==> config.mk <==
export PLATFORM = sky130hd
export DESIGN_NAME = nib_idle_rx
export DESIGN_NICKNAME = d
export VERILOG_FILES = /design/src/rtl/nib_rx_pkg.sv /design/src/rtl/nib_rx_sync.sv /design/src/rtl/nib_rx_fsm.sv /design/src/rtl/nib_rx_assemble.sv /design/src/rtl/nib_idle_rx.sv
export SDC_FILE = /design/constraint.sdc
export NUM_CORES = 1
export LEC_CHECK = 0
export BUFFER_PORTS_ARGS = -buffer_cell sky130_fd_sc_hd__buf_4
export CORE_UTILIZATION = 60
export DETAILED_ROUTE_END_ITERATION = 10
export PLACE_DENSITY = 0.81
export SYNTH_ARGS = -nofsm -noshare
export SYNTH_HDL_FRONTEND = slang
export SYNTH_HIERARCHICAL = 1
export SYNTH_SLANG_ARGS = --single-unit
==> constraint.sdc <==
create_clock -name clk -period 2.7 [get_ports clk]
set_input_delay 0.54 -clock clk [delete_from_list [all_inputs] [get_ports clk]]
set_output_delay 0.54 -clock clk [all_outputs]
set_load 0.02 [all_outputs]
==> src/rtl/nib_rx_pkg.sv <==
package nib_rx_pkg;

    localparam int NIB_W = 4;

    typedef enum logic [1:0] {
        S_IDLE_WAIT = 2'd0,
        S_ARMED     = 2'd1,
        S_DATA      = 2'd2
    } rx_state_e;

    typedef struct packed {
        logic                     sample;
        logic                     last;
        logic                     fail;
        logic [$clog2(NIB_W)-1:0] idx;
    } rx_ctrl_t;

    function automatic int first_sample_cyc(input int bit_cyc);
        return bit_cyc + bit_cyc / 2;
    endfunction

    function automatic int max_int(input int a, input int b);
        return (a > b) ? a : b;
    endfunction

endpackage

==> src/rtl/nib_rx_sync.sv <==
module nib_rx_sync #(
    parameter int STAGES = 2
) (
    input  logic clk,
    input  logic rst,
    input  logic raw_i,
    input  logic invert_i,
    output logic line_o
);
    logic [STAGES-1:0] chain;

    generate
        for (genvar s = 0; s < STAGES; s++) begin : g_stage
            if (s == 0) begin : g_first
                always_ff @(posedge clk) begin
                    if (rst) chain[0] <= 1'b1;
                    else     chain[0] <= raw_i;
                end
            end else begin : g_next
                always_ff @(posedge clk) begin
                    if (rst) chain[s] <= 1'b1;
                    else     chain[s] <= chain[s-1];
                end
            end
        end
    endgenerate

    assign line_o = chain[STAGES-1] ^ invert_i;
endmodule

==> src/rtl/nib_rx_fsm.sv <==
module nib_rx_fsm
    import nib_rx_pkg::*;
#(
    parameter int BIT_CYC  = 750,
    parameter int IDLE_CYC = 5 * BIT_CYC
) (
    input  logic     clk,
    input  logic     rst,
    input  logic     line_i,
    input  logic     abort_i,
    output rx_ctrl_t ctrl_o
);
    localparam int FIRST = first_sample_cyc(BIT_CYC);
    localparam int CNT_W = $clog2(max_int(IDLE_CYC, FIRST) + 1);
    localparam int IDX_W = $clog2(NIB_W);

    rx_state_e        st;
    logic [CNT_W-1:0] cnt;
    logic [IDX_W-1:0] idx;
    logic             at_sample;

    assign at_sample = (st == S_DATA) && (cnt == '0);

    always_ff @(posedge clk) begin
        if (rst) begin
            st  <= S_IDLE_WAIT;
            cnt <= '0;
            idx <= '0;
        end else begin
            case (st)
                S_IDLE_WAIT: begin
                    if (abort_i || !line_i) begin
                        cnt <= '0;
                    end else if (cnt == CNT_W'(IDLE_CYC - 1)) begin
                        st  <= S_ARMED;
                        cnt <= '0;
                    end else begin
                        cnt <= cnt + 1'b1;
                    end
                end
                S_ARMED: begin
                    if (abort_i) begin
                        st <= S_IDLE_WAIT;
                    end else if (!line_i) begin
                        st  <= S_DATA;
                        cnt <= CNT_W'(FIRST - 1);
                        idx <= '0;
                    end
                end
                S_DATA: begin
                    if (abort_i) begin
                        st  <= S_IDLE_WAIT;
                        cnt <= '0;
                    end else if (at_sample) begin
                        if (idx == IDX_W'(NIB_W - 1)) begin
                            st  <= S_IDLE_WAIT;
                            cnt <= '0;
                        end else begin
                            idx <= idx + 1'b1;
                            cnt <= CNT_W'(BIT_CYC - 1);
                        end
                    end else begin
                        cnt <= cnt - 1'b1;
                    end
                end
                default: begin
                    st  <= S_IDLE_WAIT;
                    cnt <= '0;
                end
            endcase
        end
    end

    always_comb begin
        ctrl_o.sample = at_sample && !abort_i;
        ctrl_o.last   = at_sample && !abort_i && (idx == IDX_W'(NIB_W - 1));
        ctrl_o.fail   = (st == S_DATA) && abort_i;
        ctrl_o.idx    = idx;
    end

    // an abort in the data phase always returns to the idle wait
    p_abort_returns_r8: assert property (@(posedge clk) disable iff (rst)
        (st == S_DATA && abort_i) |=> (st == S_IDLE_WAIT));

    // arming only from a qualified idle wait with the line high
    p_arm_after_idle_r2: assert property (@(posedge clk) disable iff (rst)
        (st == S_ARMED && $past(st) != S_ARMED) |-> ($past(st) == S_IDLE_WAIT && $past(line_i)));

    // an abort while armed never leads into the data phase
    p_armed_abort_r9: assert property (@(posedge clk) disable iff (rst)
        (st == S_ARMED && abort_i) |=> (st == S_IDLE_WAIT));
endmodule

==> src/rtl/nib_rx_assemble.sv <==
module nib_rx_assemble
    import nib_rx_pkg::*;
(
    input  logic             clk,
    input  logic             rst,
    input  logic             line_i,
    input  rx_ctrl_t         ctrl_i,
    output logic [NIB_W-1:0] nib_o,
    output logic             valid_o,
    output logic             err_o
);
    logic [NIB_W-1:0] shreg;
    logic [NIB_W-1:0] merged;

    always_comb begin
        merged              = shreg;
        merged[ctrl_i.idx]  = line_i;
    end

    always_ff @(posedge clk) begin
        if (rst) begin
            shreg   <= '0;
            nib_o   <= '0;
            valid_o <= 1'b0;
            err_o   <= 1'b0;
        end else begin
            valid_o <= 1'b0;
            err_o   <= ctrl_i.fail;
            if (ctrl_i.sample) shreg <= merged;
            if (ctrl_i.last) begin
                nib_o   <= merged;
                valid_o <= 1'b1;
            end
        end
    end

    // strobes are exclusive and last a single cycle
    p_strobe_excl_r7: assert property (@(posedge clk) disable iff (rst)
        !(valid_o && err_o));
    p_valid_single_r7: assert property (@(posedge clk) disable iff (rst)
        valid_o |=> !valid_o);
    // error strobe is a single cycle
    p_err_single_r8: assert property (@(posedge clk) disable iff (rst)
        err_o |=> !err_o);
    // the output word moves only with a valid strobe
    p_nib_hold_r5: assert property (@(posedge clk) disable iff (rst)
        !$stable(nib_o) |-> valid_o);
endmodule

==> src/rtl/nib_idle_rx.sv <==
module nib_idle_rx
    import nib_rx_pkg::*;
#(
    parameter int BIT_CYC     = 750,
    parameter int IDLE_CYC    = 5 * BIT_CYC,
    parameter int SYNC_STAGES = 2
) (
    input  logic             clk,
    input  logic             rst,
    input  logic             rx_i,
    input  logic             invert_i,
    input  logic             abort_i,
    output logic [NIB_W-1:0] nib_o,
    output logic             valid_o,
    output logic             err_o
);
    logic     line;
    rx_ctrl_t ctrl;

    nib_rx_sync #(.STAGES(SYNC_STAGES)) u_sync (
        .clk      (clk),
        .rst      (rst),
        .raw_i    (rx_i),
        .invert_i (invert_i),
        .line_o   (line)
    );

    nib_rx_fsm #(.BIT_CYC(BIT_CYC), .IDLE_CYC(IDLE_CYC)) u_fsm (
        .clk     (clk),
        .rst     (rst),
        .line_i  (line),
        .abort_i (abort_i),
        .ctrl_o  (ctrl)
    );

    nib_rx_assemble u_asm (
        .clk     (clk),
        .rst     (rst),
        .line_i  (line),
        .ctrl_i  (ctrl),
        .nib_o   (nib_o),
        .valid_o (valid_o),
        .err_o   (err_o)
    );
endmodule

# Word level (Yosys, flattened, before mapping)
# Cells that the tools add are included.
[op_classes]
addsub = 3
magnitude_cmp = 2
n_eq_ne = 14
muxes = 26
n_bitwise = 1
n_reduce_logical = 14
[ops]
columns = ["cell", "n"]
rows = [
  ["12-bit two-way mux", 6],
  ["12-bit one-hot mux with 3 select lines", 1],
  ["2-bit two-way mux", 12],
  ["12-bit by 1-bit adder with 12-bit output, second input constant", 1],
  ["12-bit == test, second input constant", 1],
  ["12-bit zero test", 1],
  ["12-bit by 1-bit subtractor with 12-bit output, second input constant", 1],
  ["10-bit two-way mux", 1],
  ["2-bit != test, second input constant", 5],
  ["3-bit != test, second input constant", 2],
  ["2-bit one-hot mux with 3 select lines", 1],
  ["6-bit AND reduction", 1],
  ["1-bit logical AND", 5],
  ["5-bit AND reduction", 1],
  ["4-bit bitwise mux", 1],
  ["2-bit == test, second input constant", 2],
  ["2-bit by 1-bit != test with 1-bit output, second input constant", 2],
  ["2-bit one-hot mux with 2 select lines", 1],
  ["2-bit by 3-bit < comparator with 1-bit output, second input constant", 1],
  ["3-bit by 2-bit != test with 1-bit output, second input constant", 1],
  ["2-bit by 1-bit adder with 2-bit output, second input constant", 1],
  ["1-bit demux with 2-bit select", 1],
  ["2-bit by 1-bit == test with 1-bit output, second input constant", 1],
  ["2-bit by 1-bit greater-or-equal comparator with 1-bit output, second input constant", 1],
  ["other kinds (7)", 9],
]
[totals]
ff_bits = 28
in_bits = 5
output_inout_bits = 6
wordCells = 69

# Longest topological paths before layout
[depth]
word_depth = 5
mapped_depth = 9
ltp_nobuf = 8

# Hierarchy
# Netlist, hierarchy kept.
[by_module_without_submodules]
columns = ["mod", "instances", "cells_per_inst", "area_per_inst_um2", "seq_area_each_um2"]
rows = [
  ["nib_rx_fsm", 1, 169, 1328.8, 320.3],
  ["nib_rx_assemble", 1, 47, 466.7, 200.2],
  ["nib_rx_sync", 1, 5, 61.3, 40.0],
]

# Least setup slack after synthesis
# Ideal clock, no wire load.
[synth_timing]
path_type = "flip-flop to flip-flop"
start = "register u_fsm.cnt[0]"
end = "register u_asm.nib_o[1]"
setup_ps = 141
arrival_time_ps = 1860
t_required_ps = 2559
slack_ps = 700
path_stages_with_launch = 10
n_path_buf = 1
period_less_slack_ps = 2000
path_cell_list = "dfxtp_1 > inv_1 > ha_1 > nor2b_1 > nand4_1 > nor2_1 > and2_1 > clkbuf_1 > and4bb_2 > a311oi_1"
[synth_lines]
columns = ["element", "line_no", "source"]
rows = [
  ["start: declaration", "nib_rx_fsm.sv:18", "logic [CNT_W-1:0] cnt;"],
  ["start signal: assignment", "nib_rx_fsm.sv:38", "cnt <= cnt + 1'b1;"],
  ["start signal: assignment", "nib_rx_fsm.sv:46", "cnt <= CNT_W'(FIRST - 1);"],
  ["start signal: assignment", "nib_rx_fsm.sv:60", "cnt <= CNT_W'(BIT_CYC - 1);"],
  ["end signal: assignment", "nib_rx_assemble.sv:31", "nib_o <= merged;"],
  ["end: declaration", "nib_rx_assemble.sv:8", "output logic [NIB_W-1:0] nib_o,"],
]

==> flow_summary_export.csv <==
group,metric,value,unit
synth,netlist_instances,221,
synth,synth_seq_cells,28,
drt,vias_per_cell,6.91,
drt,drc,1,
finish,design_area,0.00195,mm²
drt,ant_nets,0,
power,internal-power,0.601,mW
status,status,"finished with violations",
synth,yosysTopAreaCellShare,30.2,%
drt,first_iter_violations,145,
power,power.switching,0.196,mW
synth,async_reset_ff_share,0,%
clock_network,htreeDepth,1,
power,swShare,24.6,%
clock_network,cts_tree,"done",
power,p_leak,0.746,nW
sta,relSlewSlack,61.6,%
floorplanning,initial_core_util,65.1,%
setup_path,ff2ff_setup_slack,0.24,ns
clock_network,cts_buffers,3,
sta,fin_crit_sh,91.2,%
min_path,holdCritPathClass,"input pin to register",
setup_path,crit_family,"simple AND/OR/NAND/NOR gates",
finish,fin_util,68.5,%
power,ir_worst_vdd,0.289,mV
clock_network,path_clk_slew,0.17,ns
clock_network,cts_max_path_buffers,2,
clock_network,cts.sinks,28,
setup_path,startpoint,"u_fsm/cnt[4]",
clock_network,ctsHoldBuffers,0,
power,clkPwrFrac,36.1,%
drt,wl,4740,µm
setup_path,crit_cells,6,
sta,rsz0062_at_grt,"false",
synth,avgSynthCellArea,8.40,µm²
setup_path,cpPeakStageDelay,0.48,ns
setup_path,timing.rr.start,"u_fsm/cnt[4]",
sta,setup_viol,0,
status,violations,"DRC",
synth,netlist_top_cells_area,"dfxtp_1 (30%), nor2_1 (5.1%), nand3_1 (3.5%), ha_1 (3.4%), xor2_1 (2.8%)",
sta,finalClockSkew,0.0170,ns
sta,drv_slew,0,
setup_path,critical_path_arrival,2.68,ns
placement,place_congestion,0.986,
setup_path,path_cells,"nor4_4 -> nand4_1 -> nor2_1 -> and2_1 -> and4bb_2 -> a311oi_1",
drt,vias,1762,
grt,grt_pass1_vias,1662,
drt,routedWlPerCell,18.6,µm
setup_path,worstSetupStartpointType,"register",
floorplanning,rows,19,
synth,netlist_area,0.00186,mm²
grt,grt.overflow.total,0,
sta,fin_setup_tns,0,ns
finish,syn_to_final_growth,5.26,%
setup_path,cp.required,2.92,ns
setup_path,path_buf_inv,0,
setup_path,ff2ff_path_depth,6,
finish,drive_gt1_share,14.3,%
setup_path,endpoint,"u_asm/nib_o[1]",
power,p_seq_share,52.8,%
grt,antenna_found_initial,0,
power,combPwrFrac,11.2,%
drt,drtPass1Iterations,9,
floorplanning,design.core.area,0.00285,mm²
clock_network,ctsResizeCount,0,
clock_network,cts_root_buf,"clkbuf_4",
clock_network,post_cts_buffers,0,
placement,port_buffers,10,
job,drv_cap,0,
setup_path,crit_path_end_kind,"register",
grt,grt_usage,30.9,%
synth,synthTopCellsByCount,"dfxtp_1 (28), nor2_1 (25), nand2_1 (13), nand3_1 (13), nand2b_1 (8)",
synth,yosysMostFrequentCell,"dfxtp_1",
sta,fmax,406,MHz
setup_path,critPathMaxFanout,11,
floorplanning,die_y,57.6,µm
floorplanning,pin_count,11,
finish,antenna_cells,0,
grt,grt_pass1_wl,7830,µm
placement,placed_area,0.00190,mm²
sta,min_period,2.46,ns
setup_path,critPathKind,"register to register",
finish,final_nets,235,
sta,tightest_slew,0.570,ns
grt,grt_max_degree,29,
synth,synth_flop_cell,"dfxtp_1",
synth,synthDistinctLibCells,56,
sta,hold_ws,0.378,ns
setup_path,crit_slowest_cell,"dfxtp_1",
floorplanning,dieArea,0.00332,mm²
placement,dp_hpwl,3400,µm
floorplanning,die_w,57.6,µm
synth,synth_fp_nets,231,
synth,synth-edff-count,0,
clock_network,clk_latency,0.35,ns
sta,hold_viol,0,
setup_path,r2r_end,"u_asm/nib_o[1]",
synth,ys_seq_area_share,30.2,%
synth,yosys_warnings,6,
power,pwr_density_cell,408,mW/mm²
synth,yosys.area.top_type,"dfxtp_1",
==> registers in the layout (all words and copies together) (netlist names) <==
name,count
u_fsm/cnt,12
u_fsm/st,2
u_sync/chain,2
u_asm/shreg,4
u_asm/err_o,1
u_asm/valid_o,1
u_asm/nib_o,4
u_fsm/idx,2
==> area by class of cell <==
class	instances	area [µm²]
tap	31	38.8
clock buffer	3	22.5
inverter	7	26.3
timing repair buffer	12	90.1
fill	247	898
multi-input combinational	173	1190
clock inverter	1	30.0
sequential	28	561
==> power by group through the flow <==
stage / clock, mW / combinational [mW] / sequential (mW)
global placement: 0 / 0.0836 / 0.429
floorplan: 0 / 0.0625 / 0.428
CTS: 0.288 / 0.0864 / 0.420
detailed placement: 0 / 0.0862 / 0.429
finish: 0.287 / 0.0891 / 0.420
global route: 0.306 / 0.0953 / 0.422
==> per-layer routing <==
layer	up-vias	routed length (µm)	track usage, %
met5	-	0	0
met1	824	2020	41.4
met4	0	142	18.8
met3	16	424	6.25
li1	827	-	-
met2	95	2160	46.0
==> placed cells by master, fill, tap and decap left out, drive strengths merged, types with 2 or more instances in the layout <==
master and count:
nand3 13, a31oi 5, o21bai 4, dfxtp 28, nand4 6, mux2i 4
ha 5, nor2 27, nor2b 5, a221oi 4, nand2b 8, nor3 7
xnor2 3, a311oi 4, or2 2, and4 6, nor3b 3, clkbuf 3
and2 2, a21oi 8, buf 12, xor2 6, and4bb 3, and3 3
o21ai 6, a222oi 2, o211ai 2, nand2 13, a41oi 2, inv 7
o31ai 3, nand3b 2
==> per-stage QoR <==
| step | total power, mW | worst slack (ns) | cells |
|---|---|---|---|
| after floorplan | 0.491 | 0.700 | 221 |
| after global placement | 0.513 | 0.451 | 251 |
| after detailed placement | 0.516 | 0.387 | 251 |
| after CTS | 0.794 | 0.330 | 255 |
| after global routing | 0.823 | 0.0109 | 255 |
| final | 0.797 | 0.237 | 255 |
==> worst min-delay path by stage <==
stage	cells past startpoint	startpoint	endpoint
2_1_floorplan	1	u_sync/chain[0]	u_sync/chain[1]
3_3_place_gp	1	u_sync/chain[0]	u_sync/chain[1]
3_5_place_dp	1	u_sync/chain[0]	u_sync/chain[1]
4_1_cts	2	rx_i	u_sync/chain[0]
5_1_grt	2	rx_i	u_sync/chain[0]
6_report	2	rx_i	u_sync/chain[0]
==> worst reg2reg max path, cell delays in order, from the launching register on <==
cell and delay (ns):
dfxtp_1 0.48, nor4_4 0.46, nand4_1 0.30, nor2_1 0.36
and2_1 0.41, and4bb_2 0.28, a311oi_1 0.05
==> cell families (layout without fill, tap and decap cells) <==
group / Yosys count / after routing / synth area share [%]
mux: 4 / 4 / 2.16
flops: 28 / 28 / 30.2
simple gates: 104 / 104 / 32.7
fa+ha+maj: 5 / 5 / 3.37
compound gates: 51 / 51 / 21.4
xor+xnor: 9 / 9 / 4.25
buf+inv: 20 / 23 / 5.93
No activity file was read; power rests on OpenSTA's default activity.
